<file path="src/rtl/flash_poll_status_pkg.sv">
package flash_poll_status_pkg;

    typedef enum logic [1:0] {
        OPK_NONE = 2'd0,
        OPK_PROG = 2'd1,
        OPK_SECT = 2'd2,
        OPK_CHIP = 2'd3
    } op_kind_e;

    typedef struct packed {
        op_kind_e kind;
        logic     dq7;
    } op_req_t;

    localparam int POLL_BIT   = 7;
    localparam int TOGGLE_BIT = 6;

    function automatic logic [7:0] prog_poll_word(input logic dq7);
        return {~dq7, 7'h7F};
    endfunction

    function automatic logic kind_is_erase(input op_kind_e k);
        return (k == OPK_SECT) || (k == OPK_CHIP);
    endfunction

endpackage

</file>
<file path="src/rtl/fps_start_arb.sv">
module fps_start_arb
    import flash_poll_status_pkg::*;
(
    input  logic    busy,
    input  logic    prog_start,
    input  logic    prog_dq7,
    input  logic    sect_start,
    input  logic    chip_start,
    output op_req_t req
);
    always_comb begin
        req.dq7  = prog_dq7;
        req.kind = OPK_NONE;
        if (!busy) begin
            if (chip_start)      req.kind = OPK_CHIP;
            else if (sect_start) req.kind = OPK_SECT;
            else if (prog_start) req.kind = OPK_PROG;
        end
    end
endmodule

</file>
<file path="src/rtl/fps_op_timer.sv">
module fps_op_timer
    import flash_poll_status_pkg::*;
#(
    parameter int SECT_TICKS = 500,
    parameter int CHIP_TICKS = 5000,
    parameter int CNT_W      = 13
) (
    input  logic    clk,
    input  logic    rst,
    input  op_req_t req,
    input  logic    tick,
    output logic    busy,
    output logic    complete,
    output logic    erase_run
);
    localparam logic [CNT_W-1:0] SECT_LOAD = CNT_W'(SECT_TICKS - 1);
    localparam logic [CNT_W-1:0] CHIP_LOAD = CNT_W'(CHIP_TICKS - 1);

    logic [CNT_W-1:0] remain_q;
    logic [CNT_W-1:0] load_val;
    logic             busy_q;
    logic             erase_q;

    always_comb begin
        case (req.kind)
            OPK_SECT: load_val = SECT_LOAD;
            OPK_CHIP: load_val = CHIP_LOAD;
            default:  load_val = '0;
        endcase
    end

    assign complete  = busy_q && tick && (remain_q == '0);
    assign busy      = busy_q;
    assign erase_run = erase_q;

    always_ff @(posedge clk) begin
        if (rst) begin
            busy_q   <= 1'b0;
            erase_q  <= 1'b0;
            remain_q <= '0;
        end else if (req.kind != OPK_NONE) begin
            busy_q   <= 1'b1;
            erase_q  <= kind_is_erase(req.kind);
            remain_q <= load_val;
        end else if (busy_q && tick) begin
            if (remain_q == '0) busy_q   <= 1'b0;
            else                remain_q <= remain_q - 1'b1;
        end
    end
endmodule

</file>
<file path="src/rtl/fps_status_reg.sv">
module fps_status_reg
    import flash_poll_status_pkg::*;
(
    input  logic       clk,
    input  logic       rst,
    input  op_req_t    req,
    input  logic       status_rd,
    input  logic       erase_done,
    output logic [7:0] status
);
    logic [7:0] stat_q;
    logic [7:0] stat_d;

    always_comb begin
        stat_d = stat_q;
        case (req.kind)
            OPK_PROG: stat_d = prog_poll_word(req.dq7);
            OPK_SECT,
            OPK_CHIP: stat_d = 8'h00;
            default: begin
                if (status_rd)  stat_d[TOGGLE_BIT] = ~stat_q[TOGGLE_BIT];
                if (erase_done) stat_d[POLL_BIT]   = ~stat_q[POLL_BIT];
            end
        endcase
    end

    always_ff @(posedge clk) begin
        if (rst) stat_q <= 8'h00;
        else     stat_q <= stat_d;
    end

    assign status = stat_q;
endmodule

</file>
<file path="src/rtl/flash_poll_status.sv">
module flash_poll_status
    import flash_poll_status_pkg::*;
#(
    parameter int SECT_TICKS = 500,
    parameter int CHIP_TICKS = 5000
) (
    input  logic       clk,
    input  logic       rst,
    input  logic       tick,
    input  logic       prog_start,
    input  logic       prog_dq7,
    input  logic       sect_erase_start,
    input  logic       chip_erase_start,
    input  logic       status_rd,
    input  logic       bypass_active,
    output logic [7:0] status,
    output logic       busy,
    output logic       done,
    output logic       to_bypass
);
    localparam int MAX_TICKS = (SECT_TICKS > CHIP_TICKS) ? SECT_TICKS : CHIP_TICKS;
    localparam int CNT_W     = (MAX_TICKS < 2) ? 1 : $clog2(MAX_TICKS);

    op_req_t req;
    logic    busy_w;
    logic    complete;
    logic    erase_run;
    logic    done_q;
    logic    byp_q;

    fps_start_arb u_arb (
        .busy       (busy_w),
        .prog_start (prog_start),
        .prog_dq7   (prog_dq7),
        .sect_start (sect_erase_start),
        .chip_start (chip_erase_start),
        .req        (req)
    );

    fps_op_timer #(
        .SECT_TICKS (SECT_TICKS),
        .CHIP_TICKS (CHIP_TICKS),
        .CNT_W      (CNT_W)
    ) u_timer (
        .clk       (clk),
        .rst       (rst),
        .req       (req),
        .tick      (tick),
        .busy      (busy_w),
        .complete  (complete),
        .erase_run (erase_run)
    );

    fps_status_reg u_stat (
        .clk        (clk),
        .rst        (rst),
        .req        (req),
        .status_rd  (status_rd),
        .erase_done (complete && erase_run),
        .status     (status)
    );

    always_ff @(posedge clk) begin
        if (rst) begin
            done_q <= 1'b0;
            byp_q  <= 1'b0;
        end else begin
            done_q <= complete;
            if (complete) byp_q <= bypass_active;
        end
    end

    assign busy      = busy_w;
    assign done      = done_q;
    assign to_bypass = byp_q;
endmodule

</file>
<file path="config.mk">
export PLATFORM = sky130hd
export DESIGN_NAME = flash_poll_status
export DESIGN_NICKNAME = d
export VERILOG_FILES = /design/src/rtl/flash_poll_status_pkg.sv /design/src/rtl/fps_start_arb.sv /design/src/rtl/fps_op_timer.sv /design/src/rtl/fps_status_reg.sv /design/src/rtl/flash_poll_status.sv
export SDC_FILE = /design/constraint.sdc
export NUM_CORES = 1
export LEC_CHECK = 0
export BUFFER_PORTS_ARGS = -buffer_cell sky130_fd_sc_hd__buf_2
export CORE_MARGIN = 10
export CORE_UTILIZATION = 58
export CTS_CLUSTER_SIZE = 40
export DETAILED_ROUTE_END_ITERATION = 8
export PLACE_DENSITY = 0.82
export SLEW_MARGIN = 25
export SYNTH_ARGS = -nofsm -noshare
export SYNTH_HDL_FRONTEND = slang
export SYNTH_SLANG_ARGS = --single-unit
</file>
<file path="constraint.sdc">
create_clock -name clk -period 3.1 [get_ports clk]
set_input_delay 0.62 -clock clk [delete_from_list [all_inputs] [get_ports clk]]
set_output_delay 0.62 -clock clk [all_outputs]
set_load 0.02 [all_outputs]
</file>
**Word-level counts from Yosys, hierarchy flattened**

Cells that the tools add are included.

- Register bits after elaboration: 25
- Latch bits: 0
- Memories kept: 0
- ROM bits: 0
- Bits of input ports: 9
- Logic and storage cells: 45
- RAM bits: 0
- Output and inout port bits: 11

- Divide/modulo/power cells: 0
- Bitwise operators: 3
- Magnitude comparators: 0
- Add/sub/neg operators: 1
- $mul: 0
- Muxes and demuxes: 15
- Shifts and indexed selects: 0
- Reduce and logical (&&, ||, !) cells: 14
- Eq/ne operators: 4

Operators with widths:

| operator | count |
|---|---|
| $mux 13 | 3 |
| $pmux 13 s2 | 1 |
| $logic_not 13->1 | 1 |
| $sub 13x1->13 const B | 1 |
| $pmux 6 s2 | 1 |
| $reduce_bool 2->1 | 4 |
| $mux 1 | 6 |
| $mux 2 | 3 |
| $reduce_bool 3->1 | 2 |
| $eq 2x2->1 const B | 2 |
| $pmux 2 s2 | 1 |
| $reduce_and 2->1 | 2 |
| $logic_and 1x1->1 | 3 |
| $not 1->1 | 3 |
| $eq 2x1->1 const B | 1 |
| $ne 2x1->1 const B | 1 |
| $reduce_or 2->1 | 1 |
| $logic_or 1x1->1 | 1 |

**Depth between registers and ports, before layout**

Gate-level depths: netlist of run 1.

- Word-level depth: 7
- Depth in mapped cells: 8
- Gate-level depth less buffers: 7

**Hierarchy**

A second synthesis of run 1 with hierarchy kept.

- Cells, all modules: 140
- Area, all modules: 1,172.4 µm²

By module, submodules not included:

| module | times used | cells each | area each (µm²) |
|---|---|---|---|
| fps_op_timer | 1 | 113 | 924.6 |
| fps_status_reg | 1 | 15 | 147.6 |
| flash_poll_status | 1 | 6 | 66.3 |
| fps_start_arb | 1 | 6 | 33.8 |

**Worst setup path before layout of run 1**

No wires, ideal clock.

- Kind: register to register
- Start: register u_timer.busy_q (netlist: u_timer.busy)
- End: register u_timer.remain_q[12]
- Setup time: 0.117 ns
- Slack: 0.998 ns
- Cell stages (with the launch flop): 8
- Data arrival time: 1.984 ns
- Required time: 2.983 ns
- Period minus slack after synthesis: 2.102 ns
- Path through: dfxtp_1 > buf_2 > or4bb_1 > nor4_4 > or2_1 > buf_6 > nor2_2 > a32o_1

- Word-level cells in the longest chain between the ends: 4

Ends and longest elaborated chain:

| element | line | text |
|---|---|---|
| start, declared | fps_op_timer.sv:21 | `logic busy_q;` |
| start signal, assigned | fps_op_timer.sv:38 | `busy_q <= 1'b0;` |
| start signal, assigned | fps_op_timer.sv:42 | `busy_q <= 1'b1;` |
| start signal, assigned | fps_op_timer.sv:46 | `if (remain_q == '0) busy_q <= 1'b0;` |
| $mux 2 | fps_start_arb.sv:14 | `if (!busy) begin` |
| $eq 2x2->1 or $reduce_bool 2->1 (tied branches) | fps_op_timer.sv:25, fps_op_timer.sv:41 |  |
| $pmux 13 s2, or another cell as far along | fps_op_timer.sv:25 | `case (req.kind)` |
| $mux 13 or $reduce_and 2->1 (tied branches) | - |  |
| end signal, assigned | fps_op_timer.sv:44 | `remain_q <= load_val;` |
| end signal, assigned | fps_op_timer.sv:47 | `else remain_q <= remain_q - 1'b1;` |
| end, declared | fps_op_timer.sv:19 | `logic [CNT_W-1:0] remain_q;` |

Several ways; a longest one is shown, not always the timed one.
A chain may end at the register's enable or synchronous reset.

**Worst setup path in the final report of run 1**

- Start: register u_timer.remain_q[0]
- End: register u_timer.remain_q[0]

- Word-level cells in the longest chain between the ends: 4

Ends and longest elaborated chain:

| element | line | text |
|---|---|---|
| $sub 13x1->13 | fps_op_timer.sv:47 |  |
| $mux 13 | fps_op_timer.sv:46 |  |
| $mux 13 | fps_op_timer.sv:45 | `end else if (busy_q && tick) begin` |
| $mux 13 | fps_op_timer.sv:41 | `end else if (req.kind != OPK_NONE) begin` |

Several ways; a longest one is shown, not always the timed one. The select of a mux whose other input is x is not followed.

==> flow_summary.yaml, run 1 <==
floorplan:
  start_util_pct: 63.33
  die_h_um: 64.36
  die-area_sq_um: 4142
  row_count: 15
  die_w_um: 64.36
  core_sq_um: 1802
  pin_count: 20
clock_tree:
  cts-resized-gates: 0
  clk_pin_slew_ns: 0.10
  cts_tree: "built"
  cts_setup_buffers: 0
  htreeDepth: 1
  hold_buffers: 0
  cts_sinks: 20
  cts-root-buf: "clkbuf_4"
  max-clock-path-buffers: 2
  clk-insertion-delay-late_ns: 0.30
  cts_buffers: 3
synthesis:
  syn_area_sq_um: 1141
  synth-edff-count: 0
  seq_area_frac_synth_pct: 35.09
  netlist_top_cells_count: "20 x dfxtp_1, 15 x a21oi_1, 15 x nor2_1"
  synth_cell_type_count: 43
  synth.largest_area_cell: "dfxtp_1"
  synth_area_leaders: "dfxtp_1 35%, a21oi_1 6.6%, nor2_1 4.9%"
  synth_area_per_cell_sq_um: 8.093
  yosysTopAreaCellShare_pct: 35.09
  ys_seq_elements: 20
  synth_flop_cell: "dfxtp_1"
  syn-num-nets: 152
  synth.most_common_cell: "dfxtp_1"
  yosys_warnings: 0
  syn_inst: 141
  async_flop_share_pct: 0
grt:
  antenna_found_initial: 0
  overflow: 0
  grt_pass1_vias: 987
  grt_max_degree: 18
  grt_usage_pct: 13.49
  grt_pass1_wl_mm: 4.623
outcome:
  status: "completed"
timing:
  rsz0062_at_grt: "false"
  fin_worst_skew_ns: 0.001933
  worst_slack_ns: 0.7658
  finalMaxSlewViolations: 0
  holdWs_ns: 0.4547
  tightest_slew_ns: 0.9420
  setup_viol: 0
  tns_ns: 0
  slew_headroom_pct: 36.32
  fin_crit_sh_pct: 75.30
  finalCriticalPeriod_ns: 2.334
  hold_violations: 0
  max_freq_mhz: 428.4
place:
  pre_cts_ws_ns: 0.7958
  placed_cells: 176
  gp_congestion: 0.8954
  placed_cell_area_sq_um: 1202
  dpl.hpwl_mm: 2.083
  place.port_buffers: 19
worst_setup_path:
  crit-reg2reg-launch: "u_timer.remain_q[0]$_SDFFE_PP0P_"
  slowest_stage: "or4bb_1"
  required_ns: 3.30
  cp-end-kind: "flop"
  crit_type: "reg2reg"
  worstPathCellList: "inv_1 -> ha_1 -> or4bb_1 -> nor4_4 -> or2_1 -> o21ai_1 -> o311a_1"
  max_stage_delay_ns: 0.52
  cp-start-kind: "flop"
  crit_arrival_ns: 2.54
  crit_start: "u_timer.remain_q[0]$_SDFFE_PP0P_"
  path_max_fanout: 9
hold_path:
  holdCritPathClass: "reg2reg"
  worstHoldStart: "to_bypass$_SDFFE_PP0P_"
cells_and_area:
  area_growth_pct: 7.346
  fin_area_sq_um: 1225
  num-nets-final: 167
  drive_gt1_share_pct: 17.53
  fin_util_pct: 67.99
  num_antenna_cells: 0
  layout.cells.non_filler: 179
pwr:
  p_leak_nw: 0.5091
  finalPower_mw: 0.6872
  powerDensity_nw_per_um2: 561.0
  ir_worst_vdd_v: 0.0003780
route:
  drtIter0Drc: 53
  wl_mm: 2.730
  routed_via_density: 6.045
  detail-route-antenna-nets: 0
  drc_errors: 0
  vias: 1082
  drt-pass1-iter-count: 4
  wl_per_cell_um: 15.25
run:
  drv_cap: 0
[path summary, 6_finish.rpt]
kind	to	slack, ns	cells after the start
worst min-delay path	to_bypass$_SDFFE_PP0P_	0.45	2
worst max register to register	u_timer.remain_q[0]$_SDFFE_PP0P_	0.77	7
worst max-delay path	u_timer.remain_q[0]$_SDFFE_PP0P_	0.77	7
worst min register to register	to_bypass$_SDFFE_PP0P_	0.45	2
[cells by family (layout without fill, tap and decap cells)]
| group | Yosys count | in the layout | share of synthesized area [%] |
|---|---|---|---|
| AO/OA/AOI/OAI | 43 | 43 | 24.23 |
| adder cells (fa/ha/maj) | 2 | 2 | 2.193 |
| flip-flops | 20 | 20 | 35.09 |
| buffers and inverters | 16 | 29 | 8.004 |
| AND/OR/NAND/NOR | 56 | 56 | 27.41 |
| XOR/XNOR | 4 | 4 | 3.071 |
[power breakdown]
group / switching [mW] / internal [mW]
clock network: 0.0769 / 0.0454
registers: 0.0344 / 0.286
logic: 0.144 / 0.100
total: 0.255 / 0.432
[sequential cells by signal, indices dropped and copies added, names as in the netlist]
signal             count
done                   1
to_bypass              1
u_stat.status          3
u_timer.busy           1
u_timer.erase_run      1
u_timer.remain_q      13
[cells in the final DEF, fill, tap and decap left out, types with 4 or more instances in the layout]
cell / count
buf_2: 19
dfxtp_1: 20
nand2_1: 11
nor3_1: 7
inv_1: 7
nor2_1: 15
o21ai_1: 4
a21oi_1: 15
o21ai_0: 5
[critical path, delay by kind of cell (launching register included)]
kind,cells,cell delay [ns]
fa+ha+maj,1,0.17
simple gates,3,1.33
buf+inv,1,0.12
compound gates,2,0.29
flops,1,0.33
[routing by layer]
layer	vias to the layer above	wire [um]	track usage, %
li1	538	-	-
met1	504	1192	16.68
met2	35	1375	21.92
met3	5	124	2.787
met4	0	38	5.882
met5	-	0	0
[area by class of cell]
type | instances | area (sq um)
clock buffer | 3 | 22.52
fill | 173 | 576.8
inverter | 7 | 26.28
multi-input combinational | 105 | 649.4
sequential | 20 | 400.4
tap | 25 | 31.28
timing repair buffer | 19 | 95.09
No activity file was read; power rests on OpenSTA's default activity.
==> run 2: changes to the inputs <==
CORE_UTILIZATION = 54   (was 58)
PLACE_DENSITY = 0.77   (was 0.82)
clock period = 2.4 ns   (was 3.1 ns; I/O delays follow)
==> run 2 against run 1 <==
  * Non-clock buffer count grew 4
  * Hold slack got worse by 0.028 ns
  * Sequential share of layout area is 1.2 points lower
  * Highest routed layer unchanged
  * Critical endpoint is now u_timer.remain_q[12]$_SDFFE_PP0P_
  * Sequential power grew 28%
  * Register-to-register slack got worse by 0.62 ns
  * Critical path depth did not move
  * Core utilization decreased by 3.8 points
  * First-iteration DRC count grew 7.5%
  * Cell count increased by 3.9%
  * Sequential cell count did not move
==> flow_summary.yaml, run 2 (same netlist as run 1, synthesis figures left out) <==
hold_path:
  worstHoldStart: "bypass_active"
  holdCritPathClass: "in2reg"
floorplan:
  row_count: 16
  die_h_um: 65.97
  core_sq_um: 1982
  pin_count: 20
  die_w_um: 65.97
  die-area_sq_um: 4352
  start_util_pct: 57.58
route:
  drc_errors: 0
  wl_mm: 2.702
  routed_via_density: 5.780
  drtIter0Drc: 57
  vias: 1075
  wl_per_cell_um: 14.53
  drt-pass1-iter-count: 4
  detail-route-antenna-nets: 0
cells_and_area:
  drive_gt1_share_pct: 20.13
  fin_util_pct: 64.14
  layout_common_cells: "20 x dfxtp_1, 19 x buf_2, 15 x a21oi_1, 15 x nor2_1, 11 x nand2_1"
  num-nets-final: 171
  top_register: "u_timer.remain_q"
  num_antenna_cells: 0
  area_growth_pct: 11.40
  largest_reg_flops: 13
  layout_commonest_cell: "dfxtp_1"
worst_setup_path:
  cp_num_buf_inv: 1
  crit_arrival_ns: 2.46
  required_ns: 2.61
  crit_type: "reg2reg"
  crit-reg2reg-launch: "u_timer.remain_q[0]$_SDFFE_PP0P_"
  crit_start: "u_timer.remain_q[0]$_SDFFE_PP0P_"
  cp-end-kind: "flop"
  path_max_fanout: 6
  max_stage_delay_ns: 0.50
  cp_top_family: "simple AND/OR/NAND/NOR gates"
  slowest_stage: "or4b_1"
  cp-start-kind: "flop"
  worstPathCellList: "inv_1 -> ha_1 -> or4b_1 -> or3_1 -> o32ai_1 -> nand2_1 -> a32o_1"
clock_tree:
  clk_pin_slew_ns: 0.12
  hold_buffers: 0
  cts-resized-gates: 0
  cts_sinks: 20
  cts_setup_buffers: 0
  clk-insertion-delay-late_ns: 0.30
  cts_buffers: 3
  max-clock-path-buffers: 2
  cts-root-buf: "clkbuf_4"
  htreeDepth: 1
  cts_tree: "built"
grt:
  grt_max_degree: 18
  overflow: 0
  antenna_found_initial: 0
  grt_usage_pct: 12.29
  grt_pass1_vias: 935
  grt_pass1_wl_mm: 4.347
place:
  pre_cts_ws_ns: 0.1740
  dpl.hpwl_mm: 2.067
  gp_congestion: 0.8832
  place.port_buffers: 19
timing:
  slew_headroom_pct: 58.50
  tightest_slew_ns: 0.6226
  finalMaxSlewViolations: 0
  finalCriticalPeriod_ns: 2.253
  setup_viol: 0
  fin_worst_skew_ns: 0.002491
  tns_ns: 0
  holdWs_ns: 0.4263
  hold_violations: 0
  max_freq_mhz: 443.8
  fin_crit_sh_pct: 93.88
  rsz0062_at_grt: "false"
  worst_slack_ns: 0.1469
outcome:
  status: "completed"
run:
  drv_cap: 0
pwr:
  ir_worst_vdd_v: 0.0004762
  p_leak_nw: 0.5374
  powerDensity_nw_per_um2: 736.6
  finalPower_mw: 0.9364
[run 2: cell count changes in the layout (fill, tap and decap cells not counted)]
cell,delta
buf_4,+4
clkbuf_8,+1
[run 2: path summary, 6_finish.rpt]
path / slack (ns) / to / depth (start not counted)
worst min register to register: 0.47 / to_bypass$_SDFFE_PP0P_ / 2
worst min-delay path: 0.43 / to_bypass$_SDFFE_PP0P_ / 3
worst max register to register: 0.15 / u_timer.remain_q[12]$_SDFFE_PP0P_ / 7
worst max-delay path: 0.15 / u_timer.remain_q[12]$_SDFFE_PP0P_ / 7
[run 2: power breakdown]
part	switching, mW	leakage [nW]	internal (mW)
registers	0.0408	0.165	0.370
logic	0.189	0.352	0.136
clock network	0.108	0.0210	0.0926
[run 2: stage by stage]
stage / instance area [sq um] / std cells
after global routing: 1271 / 186
after floorplan: 1141 / 141
after CTS: 1271 / 186
final: 1271 / 186
after global placement: 1235 / 182
after detailed placement: 1235 / 182
[run 2: worst reg2reg max path: cells and delay by family (launching register included)]
family	cells	cell delay [ns]
compound gates	2	0.50
fa+ha+maj	1	0.26
buf+inv	1	0.11
flops	1	0.33
simple gates	3	0.97
[run 2: area by class of cell]
class                           count  area (sq um)
Clock buffer                        4         36.28
Fill cell                         171         710.7
Inverter                            7         26.28
Multi-Input combinational cell    105         649.4
Sequential cell                    20         400.4
Tap cell                           27         33.78
Timing Repair Buffer               23         125.1
[run 2: metal layers]
layer  track usage (%)  vias up  share of wire (%)  routed length [um]
li1                  -      545                  -                   -
met1             16.06      501                 46                1242
met2             18.72       25                 48                1287
met3             2.712        4                5.2                 140
met4             5.497        0                1.1                  31
met5                 0        -                  0                   0
